File: src/rtl/sg_dma_engine.sv
module sg_dma_engine #(
  parameter int AW = 32,
  parameter int CW = 24
) (
  input  logic          clk,
  input  logic          rst_n,
  input  logic          reg_wr,
  input  logic [1:0]    reg_addr,
  input  logic [31:0]   reg_wdata,
  output logic [31:0]   reg_rdata,
  output logic          mem_req,
  output logic [AW-1:0] mem_addr,
  input  logic          mem_ack,
  input  logic [31:0]   mem_rdata,
  output logic          snk_valid,
  output logic [31:0]   snk_data,
  output logic          core_stall,
  output logic          irq
);
  localparam int WW = CW - 1;

  typedef enum logic [2:0] {S_IDLE, S_DADR, S_DCNT, S_DATA, S_PUSH} st_t;

  st_t           state;
  logic [AW-1:0] base, desc_ptr, buf_ptr;
  logic [WW-1:0] wleft;
  logic [31:0]   data_q;
  logic          eol_q, flag_q, loop_en, eol_ie, flag_ie;
  logic          st_eol, st_flag, stop_pend;

  wire active  = state != S_IDLE;
  wire cmd_wr  = reg_wr && reg_addr == 2'd0;
  wire sts_wr  = reg_wr && reg_addr == 2'd2;
  wire start   = cmd_wr && reg_wdata[0] && !active;
  wire stop    = cmd_wr && reg_wdata[1] && active;
  wire stop_now = stop_pend || stop;

  logic [CW:0] wsum;
  assign wsum = {1'b0, mem_rdata[CW-1:0]} + (CW+1)'(3);
  wire [WW-1:0] words = wsum[CW:2];

  wire zero_done = state == S_DCNT && mem_ack && words == '0;
  wire last_done = state == S_PUSH && wleft == WW'(1);
  wire done_now  = zero_done || last_done;
  wire cur_eol   = (state == S_DCNT) ? mem_rdata[31] : eol_q;
  wire cur_flag  = (state == S_DCNT) ? mem_rdata[30] : flag_q;

  assign mem_req    = state == S_DADR || state == S_DCNT || state == S_DATA;
  assign mem_addr   = (state == S_DATA) ? buf_ptr :
                      (state == S_DCNT) ? desc_ptr + AW'(4) : desc_ptr;
  assign snk_valid  = state == S_PUSH;
  assign core_stall = state == S_PUSH;
  assign snk_data   = data_q;
  assign irq        = (st_eol && eol_ie) || (st_flag && flag_ie);

  always_comb begin
    case (reg_addr)
      2'd0:    reg_rdata = {27'd0, flag_ie, eol_ie, loop_en, 2'b00};
      2'd1:    reg_rdata = 32'(base);
      2'd2:    reg_rdata = {29'd0, st_flag, st_eol, active};
      default: reg_rdata = 32'd0;
    endcase
  end

  logic unused_ok;
  assign unused_ok = &{1'b0, mem_rdata, reg_wdata};

  always_ff @(posedge clk) begin
    if (!rst_n) begin
      state <= S_IDLE;
      base <= '0; desc_ptr <= '0; buf_ptr <= '0; wleft <= '0; data_q <= '0;
      eol_q <= 1'b0; flag_q <= 1'b0; loop_en <= 1'b0; eol_ie <= 1'b0; flag_ie <= 1'b0;
      st_eol <= 1'b0; st_flag <= 1'b0; stop_pend <= 1'b0;
    end else begin
      if (cmd_wr) begin
        loop_en <= reg_wdata[2];
        eol_ie  <= reg_wdata[3];
        flag_ie <= reg_wdata[4];
      end
      if (reg_wr && reg_addr == 2'd1) base <= {reg_wdata[AW-1:2], 2'b00};
      st_eol  <= (done_now && cur_eol)  || (st_eol  && !(sts_wr && reg_wdata[1]));
      st_flag <= (done_now && cur_flag) || (st_flag && !(sts_wr && reg_wdata[2]));
      if (stop) stop_pend <= 1'b1;

      case (state)
        S_IDLE: if (start) begin
          desc_ptr  <= base;
          stop_pend <= 1'b0;
          state     <= S_DADR;
        end
        S_DADR: if (mem_ack) begin
          buf_ptr <= {mem_rdata[AW-1:2], 2'b00};
          state   <= stop_now ? S_IDLE : S_DCNT;
        end
        S_DCNT: if (mem_ack && !zero_done) begin
          wleft  <= words;
          eol_q  <= mem_rdata[31];
          flag_q <= mem_rdata[30];
          state  <= stop_now ? S_IDLE : S_DATA;
        end
        S_DATA: if (mem_ack) begin
          data_q <= mem_rdata;
          state  <= S_PUSH;
        end
        S_PUSH: if (!last_done) begin
          wleft   <= wleft - WW'(1);
          buf_ptr <= buf_ptr + AW'(4);
          state   <= stop_now ? S_IDLE : S_DATA;
        end
        default: state <= S_IDLE;
      endcase

      if (done_now) begin
        if (stop_now)      state <= S_IDLE;
        else if (!cur_eol) begin desc_ptr <= desc_ptr + AW'(8); state <= S_DADR; end
        else if (loop_en)  begin desc_ptr <= base;              state <= S_DADR; end
        else               state <= S_IDLE;
      end
      if (state != S_IDLE && stop_now &&
          ((state == S_PUSH) || (mem_ack && state != S_DATA)))
        stop_pend <= 1'b0;
    end
  end
endmodule

File: config.mk
export PLATFORM = sky130hd
export DESIGN_NAME = sg_dma_engine
export DESIGN_NICKNAME = d
export VERILOG_FILES = /design/src/rtl/sg_dma_engine.sv
export SDC_FILE = /design/constraint.sdc
export NUM_CORES = 1
export LEC_CHECK = 0
export BUFFER_PORTS_ARGS = -buffer_cell sky130_fd_sc_hd__buf_4
export CAP_MARGIN = 5
export CORE_MARGIN = 1
export CORE_UTILIZATION = 35
export DETAILED_ROUTE_END_ITERATION = 8
export HOLD_SLACK_MARGIN = 0.06
export PLACE_DENSITY = 0.65
export RECOVER_POWER = 25
export SYNTH_ARGS = -nofsm -noshare
export SYNTH_HDL_FRONTEND = slang
export SYNTH_SLANG_ARGS = --single-unit
File: constraint.sdc
create_clock -name clk -period 4.3 [get_ports clk]
set_input_delay 0.43 -clock clk [delete_from_list [all_inputs] [get_ports clk]]
set_output_delay 0.43 -clock clk [all_outputs]
set_load 0.005 [all_outputs]
; ---- Word-level counts from Yosys, hierarchy flattened
; Cells that the tools add are included.
[word_totals]
ram_bits = 0
mem_bits_ro = 0
in_bits = 70
latch_bits = 0
elab_cells = 114
ff_bits = 160
output_inout_bits = 100
mem_count = 0
[classes]
bitwise = 1
div = 0
n_mul = 0
n_eq_ne = 16
reduce_logical = 46
magnitude_cmp = 0
shifts = 0
n_mux = 32
addsub = 5
[op_table]
columns = cell, n
row1 = 32-bit 2-to-1 mux, 10
row2 = 32-bit case mux with 3 select lines, 1
row3 = 32-bit by 3-bit adder with 32-bit output (second input constant), 2
row4 = 32-bit case mux with 2 select lines, 1
row5 = 23-bit 2-to-1 mux, 2
row6 = 23-bit case mux with 2 select lines, 1
row7 = 32-bit by 4-bit adder with 32-bit output (second input constant), 1
row8 = 24-bit by 2-bit adder with 25-bit output (second input constant), 1
row9 = 23-bit by 1-bit equality test with 1-bit output (second input constant), 1
row10 = 23-bit logical NOT, 1
row11 = 23-bit by 1-bit subtractor with 23-bit output (second input constant), 1
row12 = 1-bit logical AND, 22
row13 = 3-bit 2-to-1 mux, 6
row14 = 3-bit case mux with 5 select lines, 1
row15 = 3-bit by 2-bit != test with 1-bit output (second input constant), 3
row16 = 3-bit != test (second input constant), 3
row17 = 1-bit logical OR, 8
row18 = 1-bit 2-to-1 mux, 8
row19 = 3-bit by 2-bit equality test with 1-bit output (second input constant), 2
row20 = 3-bit AND reduction, 2
row21 = 5-bit AND reduction, 1
row22 = 1-bit logical NOT, 4
row23 = 2-bit 2-to-1 mux, 2
row24 = 2-bit != test (second input constant), 2
row25 = 12 further kinds, 14

; ---- Longest topological paths before layout
[depth]
ltp_word = 10
mapped_depth = 12
mapped_depth_nobuf = 9

; ---- Worst setup path after synthesis
; OpenSTA, ideal clock, no wires.
[synth_path]
path_kind = input to register
startpoint = input port mem_rdata[9]
endpoint = register desc_ptr[19]
setup_time_ns = 0.116
t_arrival_ns = 2.789
slack_ns = 1.395
path_stages = 10
required_ns = 4.184
path_cell_list = clkbuf_1 nand4_1 or4_4 o31a_1 a211oi_2 nand4_1 buf_2 a211oi_2 o22ai_1 o211a_1
[synth_via]
elab_chain_cells = 5
[synth_lines]
columns = item, line
row1 = from (decl), 14  ; input logic [31:0] mem_rdata,
row2 = 24-bit by 2-bit adder with 25-bit output, 39  ; assign wsum = {1'b0, mem_rdata[CW-1:0]} + (CW+1)'(3);
row3 = 23-bit logical NOT, 42  ; wire zero_done = state == S_DCNT && mem_ack && words == '0;
row4 = 1-bit logical AND, 42
row5 = 1-bit logical OR, 44  ; wire done_now = zero_done || last_done;
row6 = 32-bit 2-to-1 mux, 113  ; if (done_now) begin
row7 = to (signal assigned), 87  ; desc_ptr <= base;
row8 = to (decl), 25  ; logic [AW-1:0] base, desc_ptr, buf_ptr;
; Every way passes these cells.
; A chain may end at the register's enable or synchronous reset.

; ---- Worst setup path after layout
[layout_path]
startpoint = register desc_ptr[4]
endpoint = output port mem_addr[31]
[layout_via]
elab_chain_cells = 3
[layout_lines]
columns = item, line
row1 = 32-bit by 3-bit adder with 32-bit output, 50  ; (state == S_DCNT) ? desc_ptr + AW'(4) : desc_ptr;
row2 = 32-bit 2-to-1 mux, 50
row3 = 32-bit 2-to-1 mux, 49  ; assign mem_addr = (state == S_DATA) ? buf_ptr :
row4 = to (decl), 12  ; output logic [AW-1:0] mem_addr,
; Every way passes these cells.

==> flow_summary.toml <==
[outcome]
status = "finished, violations left"
violations = "max-capacitance violations, max-slew violations"

[timing]
setup_violations = 0
skew_ns = 0.0134
fmax_mhz = 251
hold_viol = 0
tns_ns = 0
worst_pin_slew_ns = 2.42
relSlewSlack = -0.621
period_share = 0.926
drv_slew = 57
rsz0062_at_grt = "no"
period_needed_ns = 3.98

[clocking]
post-cts-setup-buffers = 0
numCtsBuffers = 17
h-tree-depth = 4
ctsLongestPathBuffers = 2
cts_tree = "built"
cts_resized = 0
cts.sink_count = 158
cts_root_buffer = "clkbuf_16"
path_clk_slew_ns = 0.07
clk_latency_ns = 0.45
hold_buffers = 0

[detailed_routing]
vias_per_cell = 5.73
drt-total-wl_mm = 35.7
wl_per_cell_microns = 18.4
initialDrtViolationCount = 1098
vias = 11100
drt_pass1_iterations = 6
drc = 0
antenna_left = 0

[power_and_ir_drop]
p_comb_frac = 0.174
netSwitchingFraction = 0.305
pwr-share-seq = 0.412
leakage_nw = 4.25
clkPwrFrac = 0.414
p_int_w = 0.00269
p_per_area_mw_per_mm2 = 320
total_power_w = 0.00387
power.switching_w = 0.00118
ir_drop_mv = 0.250

[logic_synthesis]
synth_fp_nets = 1540
synthTopCellsByCount = "nand2_1 (253), a21oi_1 (179), nor2_1 (179)"
netlist_area_sq_mm = 0.0101
seq_area_frac_synth = 0.313
synth_cell_type_count = 73
async_flop_share = 0
synth_area_leader_cell = "dfxtp_1"
synth-seq-cells = 158
synth_top_area_share = 0.313
ys.warnings.count = 0
synth-simple-area-share = 0.308
synth_edf_count = 0
synth_mux_area_frac = 0.0110
synthFlopType = "dfxtp_1"
synth_top_family_by_area = "simple AND/OR/NAND/NOR gates"
yosys.area_share.adder = 0.00619
synth_compound_area_frac = 0.258
syn_area_per_cell_sq_um = 6.89
netlist_instances = 1465
ys_top_cells_by_area = "dfxtp_1 (31%), nand2_1 (9.4%), a21oi_1 (8.9%), nor2_1 (6.7%), clkbuf_1 (3.7%)"
yosysMostFrequentCell = "nand2_1"
synth-xor-area-share = 0.0442

[critical_path]
crit_fanout = 8
crit_arrival_ns = 3.55
r2r_cells = 8
critPathKind = "flip-flop to output port"
crit_path_start = "desc_ptr[4]$_SDFF_PN0_"
r2r_slack_ns = 0.96
endpoint = "mem_addr[31]"
cp.required_ns = 3.87
r2r-end = "desc_ptr[14]$_SDFF_PN0_"
r2r-start = "state[1]$_SDFFE_PN0P_"
start_kind = "flip-flop"
worstSetupEndpointType = "output port"

[placement]
hpwlAfterDp_mm = 24.9
postPlaceCellArea_sq_mm = 0.0115
port_buffers = 169
gp_congestion = 0.905

[flow_run]
drv_cap = 1

[layout]
finalNetCount = 1626
area_growth_pct = 19.6
postLayoutCellArea_sq_mm = 0.0121
diodes = 0
fillCellCount = 2991
drive_gt1_frac = 0.156

[floorplanning]
num_rows = 61
ioPinCount = 170
start_util = 0.360
die_h_microns = 172
die-width_microns = 172
coreArea_sq_mm = 0.0281
dieArea_sq_mm = 0.0295

[global_route]
grt-ovfl-total = 0
grt_pass1_vias = 9966
grt_max_degree = 90
grt.total_usage = 0.240
grt_pass1_wl_mm = 55.5
antenna_found_initial = 0

[hold_path]
hp-class = "input port to flip-flop"
metrics by stage:
step                 util  instances  worst slack, ns  hold slack, ns
floorplan               -       1465             1.40           0.436
global placement    0.410       1910            0.753           0.442
detailed placement  0.410       1910            0.719           0.449
CTS                 0.431       1941            0.400           0.223
global route        0.430       1941            0.112           0.229
finish              0.430       1941            0.318           0.223
final cells by class:
cell class / instances / area [sq um] / area share
clock buffers: 19 / 433 / 0.0359
clock inverters: 12 / 161 / 0.0134
inverters: 25 / 95.1 / 0.00787
multi-input cells: 1157 / 6350 / 0.526
flip-flops and latches: 158 / 3160 / 0.262
well taps: 378 / 473 / 0.0392
repair buffers: 192 / 1400 / 0.116
logic make-up after synthesis:
logic type	Yosys count
buf+inv	150
compound gates	411
xor+xnor	51
fa+ha+maj	5
flops	158
simple gates	679
mux	11
power by group through the flow:
stage	combinational (W)	clock, W	sequential, W
2_1_floorplan	0.000450	0	0.00159
3_3_place_gp	0.000656	0	0.00162
3_5_place_dp	0.000664	0	0.00162
4_1_cts	0.000668	0.00161	0.00159
5_1_grt	0.000738	0.00167	0.00160
6_report	0.000673	0.00160	0.00160
flip-flops by register name (all words and copies together), names as in the netlist, 3 cells and up:
register	flops
base	30
buf_ptr	30
desc_ptr	32
snk_data	32
state	3
wleft	23
worst min-delay path by stage:
stage | start | endpoint | slack, ns | cells past startpoint
floorplan | flag_q$_SDFFE_PN0P_ | flag_q$_SDFFE_PN0P_ | 0.44 | 2
CTS | reg_wdata[6] | base[6]$_SDFFE_PN0P_ | 0.22 | 3
detailed placement | snk_data[15]$_SDFFE_PN0P_ | snk_data[15]$_SDFFE_PN0P_ | 0.45 | 2
global placement | snk_data[8]$_SDFFE_PN0P_ | snk_data[8]$_SDFFE_PN0P_ | 0.44 | 2
global route | reg_wdata[19] | base[19]$_SDFFE_PN0P_ | 0.23 | 3
finish | reg_wdata[6] | base[6]$_SDFFE_PN0P_ | 0.22 | 3
critical path, stage by stage, from the launching register on:
cell and delay, ns:
dfxtp_1 0.48, ha_1 0.33, nand4_1 0.20, or4_1 0.60
nor3_1 0.23, buf_4 0.17, nand4_1 0.19, xor2_1 0.21
nand3_1 0.09, o21ai_0 0.08, a21oi_1 0.33, buf_4 0.18
cell usage in the layout (no fill, tap or decap), types with 17 or more instances in the layout:
cell type	netlist	layout
dfxtp_1	158	158
clkbuf_16	0	17
a31oi_1	26	26
nor3_1	46	46
nand4_1	21	21
a21oi_1	179	178
and2_1	42	19
and2_0	0	23
nand3_1	51	51
o22ai_1	18	18
buf_4	5	152
o21ai_1	19	19
nand2_1	253	251
clkbuf_4	0	29
a211oi_1	17	17
xnor2_1	35	35
nor2_1	179	178
inv_1	25	23
o21ai_0	46	46
and3_1	22	22
per-layer routing:
| metal | track usage | part of all wire | vias up |
|---|---|---|---|
| met2 | 0.374 | 0.45 | 512 |
| met5 | 0 | 0 | - |
| li1 | - | - | 5367 |
| met3 | 0.0364 | 0.068 | 60 |
| met1 | 0.335 | 0.45 | 5185 |
| met4 | 0.0877 | 0.029 | 0 |
No activity file was read; power rests on OpenSTA's default activity.
